<file path="src/rtl/e1_tx_frontend.sv">
module e1_tx_frontend #(
  parameter int OSR = 16
) (
  input  logic       clk,
  input  logic       rst_n,
  input  logic [1:0] mode_i,
  input  logic       hdb3_i,
  input  logic       inv_i,
  input  logic       fall_edge_i,
  input  logic       tclk_i,
  input  logic       tx_a_i,
  input  logic       tx_b_i,
  output logic       pos_o,
  output logic       neg_o,
  output logic       tick_o
);
  localparam int CW = (OSR > 2) ? $clog2(OSR) : 1;
  localparam logic [CW-1:0] CMAX = CW'(OSR - 1);
  localparam logic [1:0] SZ = 2'd0, SM = 2'd1, SV = 2'd2, SB = 2'd3;

  logic ck_q, ck_qq, a_q, b_q, or_qq;
  always_ff @(posedge clk) begin
    if (!rst_n) begin
      ck_q <= 1'b0; ck_qq <= 1'b0; a_q <= 1'b0; b_q <= 1'b0; or_qq <= 1'b0;
    end else begin
      ck_q  <= tclk_i;
      ck_qq <= ck_q;
      a_q   <= tx_a_i ^ inv_i;
      b_q   <= tx_b_i ^ inv_i;
      or_qq <= a_q | b_q;
    end
  end

  wire rz_mode   = mode_i[1];
  wire dual_mode = !mode_i[1] && mode_i[0];
  wire sgl_mode  = !mode_i[1] && !mode_i[0];
  wire ck_edge   = fall_edge_i ? (ck_qq & ~ck_q) : (~ck_qq & ck_q);
  wire nrz_stb   = !rz_mode && ck_edge;

  // clock recovery for RZ input
  logic [CW-1:0] fw_cnt;
  logic          fw_armed;
  wire rz_pulse = rz_mode && (a_q | b_q) && !or_qq;
  wire fw_tick  = rz_mode && fw_armed && !rz_pulse && (fw_cnt == CMAX);

  always_ff @(posedge clk) begin
    if (!rst_n || !rz_mode) begin
      fw_cnt <= '0; fw_armed <= 1'b0;
    end else if (rz_pulse) begin
      fw_cnt <= '0; fw_armed <= 1'b1;
    end else if (fw_cnt == CMAX) begin
      fw_cnt <= '0;
    end else begin
      fw_cnt <= fw_cnt + 1'b1;
    end
  end

  // line coder: four-slot delay of symbol codes
  logic [1:0] dl0, dl1, dl2, dl3;
  logic [1:0] zrun;
  logic       odd_b, last_pos;
  wire out_b    = (dl3 == SM) || (dl3 == SB);
  wire odd_nx   = (dl3 == SV) ? 1'b0 : (odd_b ^ out_b);
  wire do_sub   = hdb3_i && !a_q && (zrun == 2'd3);
  wire sgl_stb  = sgl_mode && ck_edge;

  always_ff @(posedge clk) begin
    if (!rst_n) begin
      dl0 <= SZ; dl1 <= SZ; dl2 <= SZ; dl3 <= SZ;
      zrun <= '0; odd_b <= 1'b0; last_pos <= 1'b0;
    end else if (sgl_stb) begin
      dl3   <= (do_sub && !odd_nx) ? SB : dl2;
      dl2   <= dl1;
      dl1   <= dl0;
      dl0   <= do_sub ? SV : (a_q ? SM : SZ);
      zrun  <= (a_q || do_sub) ? 2'd0 : zrun + 2'd1;
      odd_b <= odd_nx;
      if (out_b) last_pos <= ~last_pos;
    end
  end

  logic enc_p, enc_n;
  always_comb begin
    enc_p = 1'b0; enc_n = 1'b0;
    if (out_b) begin
      enc_p = ~last_pos; enc_n = last_pos;
    end else if (dl3 == SV) begin
      enc_p = last_pos; enc_n = ~last_pos;
    end
  end

  wire dual_p = a_q & ~b_q;
  wire dual_n = b_q & ~a_q;

  always_ff @(posedge clk) begin
    if (!rst_n) begin
      pos_o <= 1'b0; neg_o <= 1'b0; tick_o <= 1'b0;
    end else begin
      tick_o <= nrz_stb | rz_pulse | fw_tick;
      if (sgl_stb) begin
        pos_o <= enc_p; neg_o <= enc_n;
      end else if ((dual_mode && ck_edge) || rz_pulse) begin
        pos_o <= dual_p; neg_o <= dual_n;
      end else if (fw_tick) begin
        pos_o <= 1'b0; neg_o <= 1'b0;
      end
    end
  end

  // output-side observers for the checks below
  logic       ob_seen, ob_last_pos;
  logic [2:0] ob_zeros;
  always_ff @(posedge clk) begin
    if (!rst_n) begin
      ob_seen <= 1'b0; ob_last_pos <= 1'b0; ob_zeros <= '0;
    end else if (tick_o) begin
      if (pos_o || neg_o) begin
        ob_seen <= 1'b1; ob_last_pos <= pos_o; ob_zeros <= '0;
      end else if (ob_zeros != 3'd7) begin
        ob_zeros <= ob_zeros + 3'd1;
      end
    end
  end

  p_rails_excl_r9: assert property (@(posedge clk) disable iff (!rst_n)
    !(pos_o && neg_o));

  p_hold_between_ticks_r2: assert property (@(posedge clk) disable iff (!rst_n)
    !tick_o |-> ($stable(pos_o) && $stable(neg_o)));

  p_ami_alternate_r4: assert property (@(posedge clk) disable iff (!rst_n)
    (sgl_mode && !hdb3_i && tick_o && (pos_o || neg_o) && ob_seen) |-> (pos_o != ob_last_pos));

  p_hdb3_zero_run_r5: assert property (@(posedge clk) disable iff (!rst_n)
    (sgl_mode && hdb3_i && ob_seen) |-> (ob_zeros <= 3'd3));
endmodule

</file>
<file path="config.mk">
export PLATFORM = sky130hd
export DESIGN_NAME = e1_tx_frontend
export DESIGN_NICKNAME = d
export VERILOG_FILES = /design/src/rtl/e1_tx_frontend.sv
export SDC_FILE = /design/constraint.sdc
export NUM_CORES = 1
export LEC_CHECK = 0
export ABC_AREA = 1
export BUFFER_PORTS_ARGS = -buffer_cell sky130_fd_sc_hd__clkbuf_2
export CAP_MARGIN = 20
export CORE_ASPECT_RATIO = 0.7
export CORE_MARGIN = 1.5
export CORE_UTILIZATION = 54
export CTS_CLUSTER_DIAMETER = 80
export DETAILED_ROUTE_END_ITERATION = 10
export PLACE_DENSITY = 0.81
export SYNTH_ARGS = -nofsm -noshare
export SYNTH_HDL_FRONTEND = slang
export SYNTH_SLANG_ARGS = --single-unit
</file>
<file path="constraint.sdc">
create_clock -name clk -period 1.5 [get_ports clk]
set_input_delay 0.15 -clock clk [delete_from_list [all_inputs] [get_ports clk]]
set_output_delay 0.15 -clock clk [all_outputs]
set_load 0.1 [all_outputs]
</file>
Word level (Yosys, flattened, before mapping). Cells that the tools add are included.

$add $sub $neg: 2. Eq/ne operators: 5. Multiplexer cells: 15. Bitwise gates (word level): 15. Reductions and logical operators: 27.

Operators by type and width (number): logical AND 1 bit (13); 2-to-1 mux 1 bit (12); logical NOT 1 bit (7); equality test 2 bit, second input constant (3); 2-to-1 mux 2 bit (3); inverter 1 bit (5); adder 4 x 1 -> 4 bit, second input constant (1); bitwise AND 1 bit (4); equality test 4 bit, second input constant (1); logical OR 1 bit (4); OR 1 bit (3); nonzero test 3 bit (1); OR reduction 3 bit (1); XOR 1 bit (3); adder 2 x 1 -> 2 bit, second input constant (1); equality test 2 x 1 -> 1 bit, second input constant (1); AND reduction 2 bit (1).

Register bits: 25. Input bits: 10. Output and inout port bits: 3. Logic and storage cells: 81.

Logic depth before layout (Yosys ltp).
Depth after elaboration: 9. Depth in mapped cells: 9. Depth with buffers taken out: 9.

Worst setup path after synthesis. Ideal clock, no wire load.

Path type: flip-flop to flip-flop. Start: register, netlist name pos_o. End: register pos_o. Library setup time: 67 ps. Arrival time: 1218 ps. Required time: 1433 ps. Slack: 215 ps. Cell stages (with the launch flop): 3. Path buffers: 0. Period minus slack after synthesis: 1285 ps. Cell sequence: dfxtp_1 o21ai_0 nor2_1.

RTL lines: end signal: assignment (RTL line 101) `pos_o <= enc_p; neg_o <= enc_n;`; end signal: assignment (RTL line 103) `pos_o <= dual_p; neg_o <= dual_n;`; end: declaration (RTL line 13) `output logic pos_o,`.

Worst setup path in the final report.
Start: register neg_o. End: output port neg_o.

RTL lines: start: declaration (RTL line 14) `output logic neg_o,`; start signal: assignment (RTL line 101); start signal: assignment (RTL line 103).

No word-level cell between the ends.

==> run_results.csv <==
group,metric,value,unit
route,via_per_inst,4.87,
route,met2_length,788,um
logic_synthesis,synth_cells,146,
critical_path,r2r_setup_slack,0.22,ns
critical_path,crit_type,"reg -> out",
clock_network,root_buffer,"clkbuf_4",
global_route,grt_pass1_wl,2880,um
place,dpl_cell_area,1160,um2
route,routed.top_layer,"met4",
die,die-area,2310,um2
power_and_ir_drop,power.total,1.19,mW
clock_network,numClockSinks,25,
logic_synthesis,synthArstFlopShare,0,%
timing,slew_headroom,64.3,%
power_and_ir_drop,powerDensity,998,nW/um2
global_route,grt_overflow_total,0,
global_route,antenna_found_initial,0,
hold_path,holdCritPathClass,"in -> reg",
logic_synthesis,yosys-top-cells-count,"nor2_1 (29), dfxtp_1 (25), nand2_1 (25), inv_1 (19), o21ai_0 (12)",
clock_network,cts-resized-gates,0,
clock_network,postCtsHoldBufs,0,
route,drc,0,
critical_path,cp_data_arrival_time,1.13,ns
critical_path,cp_cell_sequence,"clkbuf_2",
place,port_buffers,12,
critical_path,startpoint_type,"flop",
power_and_ir_drop,switching_share,28.6,%
outcome,status,"completed",
route,dr.pass1.iters,4,
logic_synthesis,postSynth.topFlopCell,"dfxtp_1",
logic_synthesis,synth.ff_latch_count,25,
timing,finalSetupViolations,0,
route,detail_route.wirelength,1770,um
timing,worst_pin_slew,0.537,ns
logic_synthesis,ys_warn_count,0,
clock_network,path_clk_slew,0.13,ns
critical_path,cp_data_required_time,1.35,ns
route,wl_met1,870,um
clock_network,htreeDepth,1,
logic_synthesis,synthesis.nets,158,
place,dp_hpwl,1360,um
route,drt.antenna.violating_nets,0,
timing,slew_viol_final,0,
timing,report.final.hold_viol_count,0,
timing,post-route-min-period,1.28,ns
critical_path,cp_num_buf_inv,1,
die,dieWidth,56.8,um
route,drt-initial-drc-count,26,
logic_synthesis,synth_area,1090,um2
clock_network,cts_buffers,3,
layout,area_growth_syn_to_layout,8.69,%
power_and_ir_drop,p_int,0.848,mW
place,gp_congestion,0.742,
logic_synthesis,yosys.area.top_type_share,45.7,%
route,vias,882,
layout,fin_util,63.1,%
critical_path,max_stage_delay,0.46,ns
logic_synthesis,ys_top_cells_by_area,"dfxtp_1 (46%), nor2_1 (9.9%), nand2_1 (8.6%), inv_1 (6.5%), o21ai_0 (5.5%)",
critical_path,path_max_fanout,2,
layout,fin_area,1190,um2
timing,finClkSkew,0.0106,ns
clock_network,post-cts-setup-buffers,0,
logic_synthesis,seq_area_frac_synth,45.7,%
run,cap_viol_max_count,0,
critical_path,crit_slowest_cell,"clkbuf_2",
die,coreArea,1890,um2
logic_synthesis,yosysMostFrequentCell,"nor2_1",
route,met3WireLength,91,um
global_route,grt_pass1_vias,663,
timing,fin_setup_tns,0,ns
power_and_ir_drop,pwr-share-comb,14.8,%
clock_network,insertion_delay,0.32,ns
layout,drive_above_1_share,15.7,%
power_and_ir_drop,p_switching,0.340,mW
logic_synthesis,synth_top_cell_by_area,"dfxtp_1",
timing,rsz0062_at_grt,"false",
logic_synthesis,synth_cell_types,25,
power_and_ir_drop,power_frac_clock,25.4,%
layout,stdcell_count,181,
die,io_pins,13,
global_route,grt_max_degree,17,
clock_network,cts_tree,"yes",
place,placed_cells,177,
power_and_ir_drop,power.leakage,0.548,nW
layout,num_antenna_cells,0,
die,rows,13,
critical_path,cpLargestDelayFamily,"buffers and inverters",
die,die_y,40.7,um
timing,fin_crit_sh,85.6,%
die,initial_utilization,58.0,%
critical_path,endpoint_kind,"primary output",
power_and_ir_drop,p_seq_share,59.8,%
layout,nets,172,
global_route,grt_use_total,17.4,%
layout,fillers,173,
power_and_ir_drop,irDropWorstVdd,0.701,mV
clock_network,clk_path_buf_depth,2,
logic_synthesis,avgSynthCellArea,7.50,um2
timing,max_freq,779,MHz
logic_synthesis,synth_edf_count,0,
route,wl_per_cell,9.77,um
[worst reg2reg max path, delay by kind of cell, from the launching register on]
kind | cells | cell delay, ns
AOI/OAI and AO/OA | 2 | 0.21
adders and majority gates | 1 | 0.17
DFF | 1 | 0.39
and+or+nand+nor | 4 | 0.44
[cell usage in the layout (no fill, tap or decap), types with 3 or more instances in the layout]
cell,netlist,final
nor2_1,29,29
nand2_1,25,25
dfxtp_1,25,25
inv_1,19,19
o21ai_0,12,12
clkbuf_2,0,12
a21oi_1,7,7
nand3_1,6,6
xnor2_1,3,3
clkbuf_4,0,3
[final cells by class]
type	count	area (um2)	share of cell area, %
Tap cell	22	27.5	2.31
Timing Repair Buffer	12	60.1	5.05
Inverter	20	75.1	6.31
Clock buffer	3	22.5	1.89
Sequential cell	25	500	42.1
Multi-Input combinational cell	98	497	41.7
Clock inverter	1	7.51	0.631
[registers in the layout, summed over array words and instances, names as in the netlist]
register	count
neg_o	1
tick_o	1
or_qq	1
dl2	2
dl1	2
dl3	2
ck_qq	1
b_q	1
a_q	1
fw_armed	1
last_pos	1
ck_q	1
dl0	2
pos_o	1
odd_b	1
fw_cnt	4
zrun	2
[worst paths after layout]
path                                           start                   to  cells past startpoint
worst max register to register  zrun[0]$_SDFFE_PN0P_  dl3[0]$_SDFFE_PN0P_                      7
worst max-delay path              neg_o$_SDFFE_PN0P_                neg_o                      1
worst min register to register       ck_q$_SDFF_PN0_     ck_qq$_SDFF_PN0_                      2
worst min-delay path                          tclk_i      ck_q$_SDFF_PN0_                      3
[routing by layer]
| metal | GRT usage (%) | up-vias |
|---|---|---|
| met4 | 6.98 | 0 |
| met1 | 22.9 | 377 |
| met2 | 26.5 | 24 |
| met3 | 6.62 | 2 |
| li1 | - | 479 |
| met5 | 0 | - |
[power groups by stage]
stage	registers (mW)	clock network (mW)	logic, mW
final	0.710	0.301	0.176
after global routing	0.714	0.344	0.197
after CTS	0.710	0.311	0.178
after detailed placement	0.725	0	0.178
after global placement	0.723	0	0.173
after floorplan	0.772	0	0.0907
[logic make-up (layout without fill, tap and decap cells)]
family | count (synthesis) | after routing | synth area share (%)
and+or+nand+nor | 70 | 70 | 29.3
buffers and inverters | 23 | 36 | 8.91
AOI/OAI and AO/OA | 22 | 22 | 10.6
xor gates and xnor gates | 4 | 4 | 3.20
adders and majority gates | 2 | 2 | 2.29
DFF | 25 | 25 | 45.7
[per-stage QoR]
stage	setup slack (ns)	hold WS [ns]
2_1_floorplan	0.215	0.248
3_3_place_gp	0.291	0.343
3_5_place_dp	0.228	0.351
4_1_cts	0.186	0.0155
5_1_grt	0.0809	0.00765
6_report	0.216	0.0209
(Power assumes the default switching activity.)
